[src/rtl/dma_addr_pkg.sv]
package dma_addr_pkg;

  typedef enum logic [1:0] {
    UPD_FIXED  = 2'b00,
    UPD_OFFSET = 2'b01,
    UPD_INC    = 2'b10,
    UPD_DEC    = 2'b11
  } upd_mode_e;

  // Byte step for a beat size code; the prohibited code yields 0.
  function automatic logic [2:0] step_bytes(input logic [1:0] size);
    case (size)
      2'b00:   step_bytes = 3'd1;
      2'b01:   step_bytes = 3'd2;
      2'b10:   step_bytes = 3'd4;
      default: step_bytes = 3'd0;
    endcase
  endfunction

endpackage

[src/rtl/dma_addr_step.sv]
module dma_addr_step
  import dma_addr_pkg::*;
#(
  parameter int AW = 32
) (
  input  logic [1:0]    mode_i,
  input  logic [1:0]    size_i,
  input  logic [AW-1:0] offset_i,
  output logic [AW-1:0] addend_o,
  output logic          sub_o
);

  logic [2:0] step_w;
  assign step_w = step_bytes(size_i);

  always_comb begin
    addend_o = '0;
    sub_o    = 1'b0;
    case (upd_mode_e'(mode_i))
      UPD_OFFSET: addend_o = offset_i;
      UPD_INC:    addend_o = AW'(step_w);
      UPD_DEC: begin
        addend_o = AW'(step_w);
        sub_o    = 1'b1;
      end
      default:    addend_o = '0;
    endcase
  end

endmodule

[src/rtl/dma_addr_wrap.sv]
module dma_addr_wrap #(
  parameter int AW     = 32,
  parameter int AREA_W = 4
) (
  input  logic [AW-1:0]     base_i,
  input  logic [AW-1:0]     addend_i,
  input  logic              sub_i,
  input  logic [AREA_W-1:0] area_i,
  output logic [AW-1:0]     result_o,
  output logic              wrap_o
);

  localparam logic [AW-1:0] ONE = AW'(1);

  logic          area_on;
  logic [AW-1:0] mask;
  logic [AW-1:0] raw;
  logic [AW-1:0] low_base;
  logic [AW-1:0] low_add;
  logic [AW:0]   low_sum;

  assign area_on  = (area_i != '0);
  assign mask     = area_on ? ((ONE << area_i) - ONE) : '0;
  assign raw      = sub_i ? (base_i - addend_i) : (base_i + addend_i);
  assign low_base = base_i & mask;
  assign low_add  = addend_i & mask;
  assign low_sum  = {1'b0, low_base} + {1'b0, low_add};

  // Window merge: upper bits from base, lower bits from the raw sum.
  assign result_o = area_on ? ((base_i & ~mask) | (raw & mask)) : raw;

  always_comb begin
    if (!area_on)   wrap_o = 1'b0;
    else if (sub_i) wrap_o = (low_base < low_add);
    else            wrap_o = (low_sum > {1'b0, mask});
  end

endmodule

[src/rtl/dma_addr_upd.sv]
module dma_addr_upd
  import dma_addr_pkg::*;
#(
  parameter int AW     = 32,
  parameter int AREA_W = 4
) (
  input  logic              clk,
  input  logic              rst_n,
  input  logic              beat_i,
  input  logic              reload_i,
  input  logic [AW-1:0]     cur_addr_i,
  input  logic [AW-1:0]     reload_addr_i,
  input  logic [AW-1:0]     offset_i,
  input  logic [1:0]        size_i,
  input  logic [1:0]        mode_i,
  input  logic              reload_idx_i,
  input  logic [AREA_W-1:0] area_i,
  input  logic              ovf_en_i,
  output logic [AW-1:0]     next_addr_o,
  output logic              ovf_irq_o
);

  logic [AW-1:0] base_w;
  logic [AW-1:0] addend_w;
  logic          sub_w;
  logic [AW-1:0] updated_w;
  logic          wrap_w;
  logic          upd_fire_w;
  logic [AW-1:0] addr_q;
  logic          ovf_q;

  assign base_w     = reload_i ? reload_addr_i : cur_addr_i;
  assign upd_fire_w = reload_i ? reload_idx_i : beat_i;

  dma_addr_step #(.AW(AW)) u_step (
    .mode_i   (mode_i),
    .size_i   (size_i),
    .offset_i (offset_i),
    .addend_o (addend_w),
    .sub_o    (sub_w)
  );

  dma_addr_wrap #(.AW(AW), .AREA_W(AREA_W)) u_wrap (
    .base_i   (base_w),
    .addend_i (addend_w),
    .sub_i    (sub_w),
    .area_i   (area_i),
    .result_o (updated_w),
    .wrap_o   (wrap_w)
  );

  always_ff @(posedge clk or negedge rst_n) begin
    if (!rst_n) begin
      addr_q <= '0;
      ovf_q  <= 1'b0;
    end else begin
      ovf_q <= upd_fire_w & wrap_w & ovf_en_i;
      if (reload_i)    addr_q <= reload_idx_i ? updated_w : reload_addr_i;
      else if (beat_i) addr_q <= updated_w;
    end
  end

  assign next_addr_o = addr_q;
  assign ovf_irq_o   = ovf_q;

  // fixed mode returns the current address and never signals overflow
  a_r2_fixed_hold: assert property (@(posedge clk) disable iff (!rst_n)
    (beat_i && !reload_i && mode_i == 2'b00) |=> (next_addr_o == $past(cur_addr_i) && !ovf_irq_o));

  // plain reload loads the reload address and raises nothing
  a_r6_plain_reload: assert property (@(posedge clk) disable iff (!rst_n)
    (reload_i && !reload_idx_i) |=> (next_addr_o == $past(reload_addr_i) && !ovf_irq_o));

  // bits above the window are untouched by a beat
  a_r8_upper_held: assert property (@(posedge clk) disable iff (!rst_n)
    (beat_i && !reload_i && area_i != '0) |=>
      ((next_addr_o >> $past(area_i)) == ($past(cur_addr_i) >> $past(area_i))));

  // no request while the enable is clear
  a_r9_gated: assert property (@(posedge clk) disable iff (!rst_n)
    !ovf_en_i |=> !ovf_irq_o);

  // idle cycle holds the address and produces no pulse
  a_r10_idle: assert property (@(posedge clk) disable iff (!rst_n)
    (!beat_i && !reload_i) |=> ($stable(next_addr_o) && !ovf_irq_o));

endmodule

[config.mk]
export PLATFORM = sky130hd
export DESIGN_NAME = dma_addr_upd
export DESIGN_NICKNAME = d
export VERILOG_FILES = /design/src/rtl/dma_addr_pkg.sv /design/src/rtl/dma_addr_step.sv /design/src/rtl/dma_addr_wrap.sv /design/src/rtl/dma_addr_upd.sv
export SDC_FILE = /design/constraint.sdc
export NUM_CORES = 1
export LEC_CHECK = 0
export CAP_MARGIN = 25
export CELL_PAD_IN_SITES_DETAIL_PLACEMENT = 2
export CELL_PAD_IN_SITES_GLOBAL_PLACEMENT = 2
export CORE_AREA = 2 2 180 147
export CTS_CLUSTER_SIZE = 14
export DETAILED_ROUTE_END_ITERATION = 6
export DIE_AREA = 0 0 182 149
export DONT_BUFFER_PORTS = 1
export HOLD_SLACK_MARGIN = 0.08
export PLACE_DENSITY_LB_ADDON = 0.15
export SYNTH_ARGS = -nofsm -noshare
export SYNTH_HDL_FRONTEND = slang
export SYNTH_HIERARCHICAL = 1
export SYNTH_SLANG_ARGS = --single-unit
[constraint.sdc]
create_clock -name clk -period 1.3 [get_ports clk]
set_clock_uncertainty 0.2 [all_clocks]
set_input_delay 0.195 -clock clk [delete_from_list [all_inputs] [get_ports clk]]
set_output_delay 0.195 -clock clk [all_outputs]
set_load 0.05 [all_outputs]
==> reports/metrics.csv, run 1 <==
stage,metric,value,unit
timing,Crit. endpoint post-GRT repair,ovf_irq_o$_DFF_PN0_/D,
logic_synthesis,cell count after synthesis,1121,
clock_tree,Root Buffer,clkbuf_16,
clock_tree,TritonCTS buffer count,5,
logic_synthesis,Post-synth EDFFs,0,
grt,initial antenna violation count,11,
floorplanning,initial core utilization,34.1,%
logic_synthesis,sequential fraction of the synthesis area,9.46,%
logic_synthesis,count of different cell masters after synthesis,72,
grt,total gr overflow,549,
grt,Tot GR Track Use,81.9,%
floorplanning,DIE WIDTH,182,um
logic_synthesis,"Avg Cell Area, Syn",7.79,sq um
clock_tree,Max clock buf depth,2,
placed_design,Area after DPL,11800,sq um
run_status,error msg,[ERROR GRT-0232] Routing congestion too high. Check the congestion heatmap in the GUI.,
placed_design,routability cong.,0.896,
logic_synthesis,Synth Cell Area,8730,sq um
floorplanning,row count,53,
grt,largest net degree at the start of global routing,67,
logic_synthesis,synthesized flop and latch total,33,
logic_synthesis,Main synth FF type,dfrtp_1,
clock_tree,Clock Sinks,33,
run_status,status,aborted with a tool error,
floorplanning,Top Ports,143,
logic_synthesis,async set-reset flop share out of synthesis,100,%
run_status,Failed at,global routing,
clock_tree,H-Tree Depth,2,
floorplanning,die height,149,um
logic_synthesis,Ys Warns,6,
placed_design,hpwl dp,34200,um
placed_design,number of port buffers,0,
timing,Worst EP Category,sequential cell input,
-- cell usage after synthesis, types with 5 or more instances --
cell type | n | area [sq um]
ha_1 | 130 | 1630
nor2_1 | 103 | 387
a21oi_1 | 92 | 460
mux2i_1 | 92 | 921
inv_1 | 74 | 278
xnor2_1 | 62 | 543
nand2_1 | 58 | 218
o21ai_0 | 45 | 225
mux2_2 | 41 | 462
a21o_1 | 36 | 270
dfrtp_1 | 33 | 826
nor3_1 | 28 | 140
and2_1 | 27 | 169
xor2_1 | 22 | 193
clkbuf_1 | 21 | 78.8
nand3_1 | 21 | 105
nor2b_1 | 21 | 131
and2_2 | 17 | 128
nand2b_1 | 16 | 100
and3_1 | 15 | 93.8
o21bai_1 | 15 | 113
buf_4 | 13 | 97.6
nand4_1 | 13 | 81.3
or3_1 | 9 | 56.3
a211oi_1 | 8 | 60.1
nor3b_1 | 8 | 60.1
a31oi_1 | 7 | 43.8
o211ai_1 | 7 | 52.6
o21a_1 | 7 | 52.6
o31ai_1 | 7 | 52.6
buf_2 | 5 | 25.0
-- metrics by stage --
stage | utilization, % | hold WS (ns) | setup WS [ns] | instances
after detailed placement | 46.3 | -0.300 | -3.90 | 1786
after global placement | 46.3 | -0.300 | -3.59 | 1786
after CTS | 50.9 | -0.207 | -3.43 | 1839
after floorplan | - | -0.301 | -3.95 | 1174
-- per-layer routing --
layer  GRT overflow  GRT usage, %
met1              6          77.4
met2            337           102
met3              3          65.5
met4            202          92.7
met5              1          17.8
-- logic make-up after synthesis --
kind of cell / share of synthesized area, %
AOI/OAI and AO/OA: 19.4
buffers and inverters: 6.00
muxes: 16.0
and+or+nand+nor: 21.5
other: 0.0860
DFF: 9.46
xor gates and xnor gates: 8.43
adders and majority gates: 19.1
-- repair_timing --
action,4_1_cts
resized for setup,144
endpoints found under the setup margin,38
hold buffers,5
gates cloned,1
setup buffers,44
pin swaps,108
endpoints found under the hold margin,66
==> inputs of run 2 (changes only) <==
- CELL_PAD_IN_SITES_DETAIL_PLACEMENT: 2 -> unset
- CELL_PAD_IN_SITES_GLOBAL_PLACEMENT: 2 -> unset
- CORE_AREA: 2 2 180 147 -> 2 2 212 214
- CTS_CLUSTER_SIZE: 14 -> unset
- DIE_AREA: 0 0 182 149 -> 0 0 214 216
- HOLD_SLACK_MARGIN: 0.08 -> unset
==> reports/metrics.csv, run 2 <==
stage,metric,value,unit
power,sw power,4.68,mW
run_status,violated checks,"hold timing, setup timing",
route,ANT nets after route,0,
min_path,Hold Crit Class,primary input to flip-flop,
power,maximum VDD drop,485,uV
route,first-pass detailed-route iteration total,4,
logic_synthesis,post-synthesis simple-gate area fraction,21.5,%
power,Cell Pwr Density,794,nW/um^2
route,vias per cell,4.37,
logic_synthesis,"top cells by count, synth","130 x ha_1, 103 x nor2_1, 92 x a21oi_1, 92 x mux2i_1, 74 x inv_1",
logic_synthesis,post-synthesis xor/xnor area fraction,8.43,%
floorplanning,initial core utilization,19.9,%
logic_synthesis,async set-reset flop share out of synthesis,100,%
logic_synthesis,post-synthesis mux area share,16.0,%
route,# DRC,0,
logic_synthesis,most frequent cell after synthesis,ha_1,
clock_tree,Max clock buf depth,2,
logic_synthesis,Synth Area in Compound Gates,19.4,%
timing,FMAX,220,MHz
final_layout,antenna cells,0,
worst_setup_path,Crit. End Element,flip-flop,
worst_setup_path,worst setup path class,primary input to flip-flop,
final_layout,most frequent cells in the layout,"311 x buf_4, 121 x ha_1, 93 x nor2_1, 91 x mux2i_1, 71 x inv_1",
final_layout,Layout Utilization,30.5,%
floorplanning,row count,77,
clock_tree,Clock Sinks,33,
floorplanning,DIE WIDTH,214,um
clock_tree,clock latency on the worst-skew pair,0.29,ns
final_layout,area grow syn2layout,53.3,%
timing,fin crit period,4.54,ns
logic_synthesis,cell count after synthesis,1121,
grt,Tot GR Track Use,14.2,%
placed_design,number of port buffers,0,
power,Clk pwr share,14.3,%
min_path,Hold Crit Start,reload_i,
placed_design,Area after DPL,12200,sq um
timing,Final Hold Vio Count,30,
logic_synthesis,Ys Warns,6,
logic_synthesis,Adder-Cell Fraction of Synth Area,19.1,%
timing,worst slew pin tran,0.480,ns
final_layout,layout cells sized above 1,38.9,%
timing,Slew HR,67.5,%
timing,Final setup violation count,32,
worst_setup_path,crit path DAT,4.54,ns
final_layout,final-stage net count,1741,
logic_synthesis,Post-synth EDFFs,0,
power,register share of total power,13.0,%
route,vias,9150,
timing,Hold WS,-0.202,ns
clock_tree,H-Tree Depth,2,
floorplanning,core area,43800,sq um
logic_synthesis,Yosys top cell area share,18.6,%
route,Iteration-0 DRC Markers,305,
flow_run,maxcap violations,0,
worst_setup_path,R2R setup slack,0.16,ns
route,wire length per cell,15.9,um
min_path,Hold Path Cell Cnt,1,
logic_synthesis,top post-synthesis cells by area,"ha_1 19%, mux2i_1 11%, dfrtp_1 9.5%, xnor2_1 6.2%, mux2_2 5.3%",
placed_design,routability cong.,0.824,
grt,largest net degree at the start of global routing,67,
worst_setup_path,slowest CP cell,a221o_2,
logic_synthesis,synthesized flop and latch total,33,
grt,initial antenna violation count,1,
worst_setup_path,max incr delay on CP,0.39,ns
floorplanning,DIE AREA,46200,sq um
worst_setup_path,FF-to-FF End,next_addr_o[29]$_DFFE_PN0P_,
logic_synthesis,Synth Cell Area,8730,sq um
grt,number of global-route vias before repair,9219,
clock_tree,Root Buffer,clkbuf_16,
logic_synthesis,count of different cell masters after synthesis,72,
timing,RSZ-0062 raised after global routing,true,
timing,fin crit share,349,%
final_layout,"commonest non-fill, non-tap cell in the layout",buf_4,
worst_setup_path,cell count of the worst reg-to-reg path,2,
clock_tree,"Reg clk slew, reported paths",0.07,ns
timing,Slew Limit Fails,0,
power,Internal Power,5.94,mW
route,drt total wl,33300,um
clock_tree,"Hold-fix buffers, CTS",5,
final_layout,post-route cell area,13400,sq um
power,combinational power share,72.7,%
run_status,status,"complete, but fails checks",
power,switching share of power,44.0,%
worst_setup_path,startpoint type of the worst setup path,primary input,
worst_setup_path,"Max FO, Critical Path",13,
floorplanning,die height,216,um
placed_design,hpwl dp,28300,um
logic_synthesis,Main synth FF type,dfrtp_1,
clock_tree,TritonCTS buffer count,5,
grt,total gr overflow,0,
worst_setup_path,worst r2r src,next_addr_o[29]$_DFFE_PN0P_,
floorplanning,Top Ports,143,
final_layout,max FFs per register,32,
min_path,Hold EP,next_addr_o[12]$_DFFE_PN0P_,
logic_synthesis,"Avg Cell Area, Syn",7.79,sq um
grt,global-route wire length before repair,52100,um
clock_tree,CTS tree,built,
logic_synthesis,Yosys top cell by area,ha_1,
logic_synthesis,sequential fraction of the synthesis area,9.46,%
timing,setup ws final,-3.24,ns
worst_setup_path,Worst Path Required,1.30,ns
logic_synthesis,largest family of logic cells by synthesized area,simple AND/OR/NAND/NOR gates,
power,Leak Pwr,6.60,nW
-- run 2: cell counts after synthesis --
Identical to the previous run, type by type.
-- run 2: critical path, delay by kind of cell --
kind / cells / cell delay [ns]
compound gates: 11 / 1.79
xor+xnor: 1 / 0.17
fa+ha+maj: 3 / 0.72
buf+inv: 4 / 0.45
simple gates: 7 / 1.22
-- run 2: worst max path at each step --
stage,start,endpoint,cells past startpoint
4_1_cts,area_i[1],ovf_irq_o$_DFF_PN0_,27
2_1_floorplan,area_i[1],ovf_irq_o$_DFF_PN0_,31
6_report,area_i[1],ovf_irq_o$_DFF_PN0_,26
3_5_place_dp,area_i[1],ovf_irq_o$_DFF_PN0_,27
5_1_grt,area_i[1],ovf_irq_o$_DFF_PN0_,26
3_3_place_gp,area_i[1],ovf_irq_o$_DFF_PN0_,26
-- run 2: kinds of logic (layout without fill, tap and decap cells) --
family	count (synthesis)	after routing
buf+inv	117	443
fa+ha+maj	132	132
xor+xnor	84	84
mux	134	134
flops	33	33
compound gates	260	260
simple gates	359	359
other cells	2	55
-- run 2: layout make-up --
type / instances / area [sq um]
clock buffer: 5 / 125
clock inverter: 3 / 46.3
fill: 4813 / 30500
inverter: 74 / 280
multi-input combinational: 1024 / 8440
sequential: 33 / 826
tap: 592 / 741
timing repair buffer: 361 / 2930
-- run 2: layer usage --
layer	global-route usage, %	up-vias	routed length [um]	part of all wire [%]
li1	-	4697	-	-
met1	18.3	4330	15300	46
met2	25.8	102	16800	50
met3	1.92	19	887	2.7
met4	1.61	2	286	0.86
met5	0	-	13	0.039
-- run 2: per-stage QoR --
stage               power (mW)  TNS (ns)  setup WS [ns]  cells
floorplan                 5.81    -63.89          -3.95   1174
global placement          8.15    -80.93          -3.64   2053
detailed placement        8.15    -81.48          -3.76   2053
CTS                       9.94    -69.44          -3.26   2072
global route              11.5    -77.17          -3.53   2092
finish                    10.6    -71.18          -3.24   2092
-- run 2: power by group through the flow --
stage	Sequential, mW	Clock [mW]	Combinational, mW
floorplan	2.12	0	3.70
finish	1.38	1.52	7.72
global placement	1.37	0	6.78
detailed placement	1.38	0	6.78
CTS	1.37	1.61	6.97
global route	1.40	1.63	8.42
-- run 2: timing repair --
action	in CTS	in global routing
setup buffers	6	22
cloned	0	0
hold endpoints to repair	66	31
resized for setup	29	123
pin swaps	13	67
endpoints found under the setup margin	41	45
No activity file was read; power rests on OpenSTA's default activity.
==> inputs of run 3 (changes only) <==
- GPL_TIMING_DRIVEN: unset -> 0
- clock period: 1.3 -> 4.3 ns (I/O delays scaled with it)
==> reports/metrics.csv, run 3 (synthesis results as in run 2) <==
stage,metric,value,unit
power,Leak Pwr,5.14,nW
final_layout,final-layout fill cell count,4881,
worst_setup_path,startpoint type of the worst setup path,primary input,
worst_setup_path,worst setup path class,primary input to flip-flop,
worst_setup_path,Worst Path Required,4.33,ns
grt,largest net degree at the start of global routing,34,
min_path,Hold Crit Class,primary input to flip-flop,
floorplanning,die height,216,um
timing,Slew HR,47.8,%
clock_tree,CTS tree,built,
route,ANT nets after route,0,
final_layout,most frequent cells in the layout,"120 x ha_1, 95 x nor2_1, 91 x mux2i_1, 71 x inv_1, 70 x a21oi_1",
worst_setup_path,"Max FO, Critical Path",6,
run_status,violated checks,setup timing,
timing,Hold WS,0.308,ns
clock_tree,H-Tree Depth,2,
timing,Final Hold Vio Count,0,
floorplanning,row count,77,
floorplanning,Top Ports,143,
timing,RSZ-0062 raised after global routing,true,
clock_tree,"Reg clk slew, reported paths",0.06,ns
timing,worst slew pin tran,0.783,ns
floorplanning,core area,43800,sq um
route,wire length per cell,18.3,um
clock_tree,TritonCTS buffer count,5,
worst_setup_path,Crit. End Element,flip-flop,
placed_design,Place WS,-2.62,ns
final_layout,max FFs per register,32,
final_layout,Layout Utilization,25.2,%
floorplanning,initial core utilization,19.9,%
final_layout,post-route cell area,11000,sq um
power,maximum VDD drop,219,uV
final_layout,final-stage net count,1479,
placed_design,Area after DPL,9810,sq um
clock_tree,Clock Sinks,33,
timing,Slew Limit Fails,0,
route,vias,8274,
placed_design,hpwl dp,27700,um
placed_design,routability cong.,0.817,
grt,Tot GR Track Use,14.2,%
route,Iteration-0 DRC Markers,425,
clock_tree,clock latency on the worst-skew pair,0.28,ns
final_layout,layout cells sized above 1,23.1,%
clock_tree,Root Buffer,clkbuf_16,
flow_run,maxcap violations,0,
floorplanning,DIE AREA,46200,sq um
timing,FMAX,179,MHz
final_layout,area grow syn2layout,26.5,%
timing,fin crit period,5.59,ns
route,# DRC,0,
final_layout,"commonest non-fill, non-tap cell in the layout",ha_1,
timing,setup ws final,-1.29,ns
power,Cell Pwr Density,239,nW/um^2
grt,number of global-route vias before repair,8387,
clock_tree,Max clock buf depth,2,
route,vias per cell,4.52,
worst_setup_path,crit path DAT,5.62,ns
route,first-pass detailed-route iteration total,5,
run_status,status,"complete, but fails checks",
floorplanning,DIE WIDTH,214,um
grt,total gr overflow,0,
grt,initial antenna violation count,0,
timing,fin crit share,130,%
placed_design,number of port buffers,0,
route,drt total wl,33500,um
grt,global-route wire length before repair,50700,um
timing,Final setup violation count,7,
## run 3: final cells by class
cell class                 count  area, sq um  area share (%)
sequential                    33          826            7.47
tap                          592          741            6.70
inverter                      74          280            2.54
buffer                        39          278            2.51
antenna                        1         2.50          0.0227
clock inverter                 2         10.0          0.0906
clock buffer                   6          129            1.17
timing repair buffer          60          497            4.50
multi-input combinational   1024         8290            75.0
## run 3: repair_timing
action / 4_1_cts / 5_1_grt
setup buffers: 34 / 23
setup endpoints to repair: 23 / 18
endpoints found under the hold margin: 33 / 0
pin swaps: 62 / 76
resized for setup: 91 / 82
hold buffers: 2 / 0
cloned: 0 / 0
## run 3: per-stage QoR
step / TNS, ns / cells / total power, mW
global route: -4.45 / 1830 / 2.87
CTS: -2.75 / 1810 / 2.51
finish: -2.41 / 1831 / 2.65
floorplan: -1.61 / 1174 / 1.68
detailed placement: -19.50 / 1767 / 1.98
global placement: -19.40 / 1766 / 1.98
## run 3: final timing paths
check | startpoint | to | slack, ns | cells past startpoint
setup / recovery | area_i[2] | ovf_irq_o$_DFF_PN0_ | -1.29 | 28
hold / removal | ovf_en_i | ovf_irq_o$_DFF_PN0_ | 0.31 | 1
setup reg to reg | next_addr_o[29]$_DFFE_PN0P_ | next_addr_o[29]$_DFFE_PN0P_ | 3.02 | 1
hold reg to reg | next_addr_o[5]$_DFFE_PN0P_ | next_addr_o[5]$_DFFE_PN0P_ | 0.68 | 2
max in group asynchronous | rst_n | next_addr_o[16]$_DFFE_PN0P_ | 3.08 | 2
min in group asynchronous | rst_n | next_addr_o[1]$_DFFE_PN0P_ | 0.60 | 2
## run 3: report_power, final
| group | switching [mW] | total [mW] | internal (mW) |
|---|---|---|---|
| sequential | 0.284 | 0.654 | 0.370 |
| combinational | 0.876 | 1.63 | 0.751 |
| clock | 0.151 | 0.364 | 0.213 |
| total | 1.31 | 2.65 | 1.33 |
## run 3: worst max-delay path, stage by stage
cell,delay [ns]
or3_4,0.40
nor2_4,0.19
inv_2,0.08
clkbuf_16,0.16
ha_4,0.17
buf_8,0.13
nor3_4,0.16
a21oi_2,0.05
o21ai_2,0.23
nand2_2,0.11
ha_4,0.29
nor3b_2,0.04
or3_1,0.34
a221o_2,0.39
a21oi_2,0.12
o21bai_1,0.10
a21oi_1,0.16
o21bai_1,0.11
xnor2_1,0.14
ha_2,0.31
nand4_1,0.13
nor2_2,0.22
o31ai_4,0.10
o211ai_1,0.12
a21o_1,0.16
a221oi_2,0.07
a211oi_2,0.26
and3_1,0.20
## run 3: routing by layer
layer / up-vias / wire length (um) / GRT usage, %
li1: 4173 / - / -
met1: 3945 / 16200 / 19.7
met2: 146 / 15400 / 23.3
met3: 10 / 1590 / 3.00
met4: 0 / 172 / 1.12
met5: - / 0 / 0
==> inputs of run 4 (changes only) <==
- CELL_PAD_IN_SITES_DETAIL_PLACEMENT: unset -> 0
- CELL_PAD_IN_SITES_GLOBAL_PLACEMENT: unset -> 1
==> reports/metrics.csv, run 4 (synthesis results as in run 2) <==
stage,metric,value,unit
floorplanning,Top Ports,143,
grt,initial antenna violation count,2,
floorplanning,die height,216,um
placed_design,hpwl dp,28800,um
worst_setup_path,worst setup path class,primary input to flip-flop,
worst_setup_path,startpoint type of the worst setup path,primary input,
route,vias per cell,4.53,
final_layout,layout cells sized above 1,23.6,%
final_layout,area grow syn2layout,27.5,%
timing,Final Hold Vio Count,0,
floorplanning,row count,77,
worst_setup_path,Worst Path Required,4.32,ns
run_status,status,"complete, but fails checks",
worst_setup_path,max incr delay on CP,0.40,ns
route,first-pass detailed-route iteration total,4,
placed_design,number of port buffers,0,
floorplanning,DIE AREA,46200,sq um
clock_tree,Clock Sinks,33,
power,Pwr Total,2.67,mW
power,maximum VDD drop,168,uV
grt,global-route wire length before repair,52400,um
worst_setup_path,Crit. End Element,flip-flop,
route,wire length per cell,18.7,um
timing,FMAX,177,MHz
timing,Slew Limit Fails,0,
worst_setup_path,"Max FO, Critical Path",6,
final_layout,max FFs per register,32,
placed_design,Place WS,-2.69,ns
clock_tree,H-Tree Depth,2,
clock_tree,CTS tree,built,
clock_tree,Root Buffer,clkbuf_16,
final_layout,"commonest non-fill, non-tap cell in the layout",ha_1,
final_layout,final-stage net count,1481,
floorplanning,DIE WIDTH,214,um
flow_run,maxcap violations,0,
timing,fin crit share,132,%
timing,worst slew pin tran,0.687,ns
timing,RSZ-0062 raised after global routing,true,
route,vias,8312,
timing,fin crit period,5.66,ns
placed_design,routability cong.,0.821,
min_path,Hold Crit Class,primary input to flip-flop,
floorplanning,initial core utilization,19.9,%
clock_tree,"Reg clk slew, reported paths",0.06,ns
grt,Tot GR Track Use,14.6,%
timing,Slew HR,54.2,%
run_status,violated checks,setup timing,
timing,Final setup violation count,11,
grt,number of global-route vias before repair,8708,
route,# DRC,0,
worst_setup_path,crit-path most repeated cell,a21oi_2,
final_layout,most frequent cells in the layout,"120 x ha_1, 92 x nor2_1, 91 x mux2i_1, 76 x a21oi_1, 71 x inv_1",
floorplanning,core area,43800,sq um
power,Leak Pwr,5.19,nW
clock_tree,Max clock buf depth,2,
grt,total gr overflow,0,
worst_setup_path,R2R setup slack,2.99,ns
route,drt total wl,34200,um
power,Cell Pwr Density,240,nW/um^2
worst_setup_path,slowest CP cell,or3_4,
grt,largest net degree at the start of global routing,34,
worst_setup_path,crit path DAT,5.69,ns
clock_tree,TritonCTS buffer count,5,
timing,setup ws final,-1.36,ns
route,Iteration-0 DRC Markers,364,
route,ANT nets after route,0,
clock_tree,clock latency on the worst-skew pair,0.29,ns
==> run 4: cell count changes in the layout (fill, tap and decap cells not counted), moves of 4 or more <==
cell and delta:
and2_2 +4, a21oi_2 -6, o21ai_1 -4, and2_4 -4, a21oi_1 +6
==> run 4: cell type report <==
class / count / area [sq um]
plain buffers: 39 / 298
inverters: 74 / 283
fillers: 4870 / 32700
clock buffers: 7 / 143
multi-input cells: 1024 / 8320
repair buffers: 62 / 512
well taps: 592 / 741
flip-flops and latches: 33 / 826
diodes: 2 / 5.00
==> run 4: path summary, 6_finish.rpt <==
check / endpoint / from / depth (start not counted)
hold reg to reg: next_addr_o[28]$_DFFE_PN0P_ / next_addr_o[28]$_DFFE_PN0P_ / 2
max in group asynchronous: next_addr_o[28]$_DFFE_PN0P_ / rst_n / 2
setup reg to reg: next_addr_o[30]$_DFFE_PN0P_ / next_addr_o[30]$_DFFE_PN0P_ / 1
hold / removal: ovf_irq_o$_DFF_PN0_ / ovf_en_i / 1
min in group asynchronous: next_addr_o[0]$_DFFE_PN0P_ / rst_n / 2
setup / recovery: ovf_irq_o$_DFF_PN0_ / area_i[2] / 28
==> run 4: stage by stage <==
step	instances	util, %	hold WS (ns)	TNS (ns)	cell area, sq um
floorplan	1174	-	0.149	-1.61	9070
global placement	1766	22.4	0.150	-21.99	9810
detailed placement	1767	22.4	0.150	-21.94	9810
CTS	1821	24.7	0.303	-4.27	10800
global route	1831	25.4	0.307	-6.53	11100
finish	1833	25.4	0.315	-3.84	11100
==> run 4: what timing repair did <==
action,CTS,global route
resized for setup,126,53
endpoints found under the setup margin,25,19
pin swaps,82,60
endpoints found under the hold margin,33,0
setup buffers,47,12
hold buffers,2,0
==> run 4: routing by layer <==
layer	part of all wire, %	GRT usage, %	routed length (um)
met4	0.41	1.05	139
met5	0.038	0	13
met3	3.9	2.57	1320
met2	47	24.8	16200
met1	48	20.2	16600
==> run 4: report_power, final <==
part | switching, mW | internal, mW
Clock | 0.152 | 0.228
Combinational | 0.883 | 0.751
Sequential | 0.285 | 0.370
==> run 4: worst max-delay path: cells and delay by family <==
kind / cells / cell delay (ns)
AO/OA/AOI/OAI: 12 / 1.88
XOR/XNOR: 1 / 0.14
adder cells (fa/ha/maj): 3 / 0.79
buffers and inverters: 3 / 0.41
AND/OR/NAND/NOR: 9 / 1.77
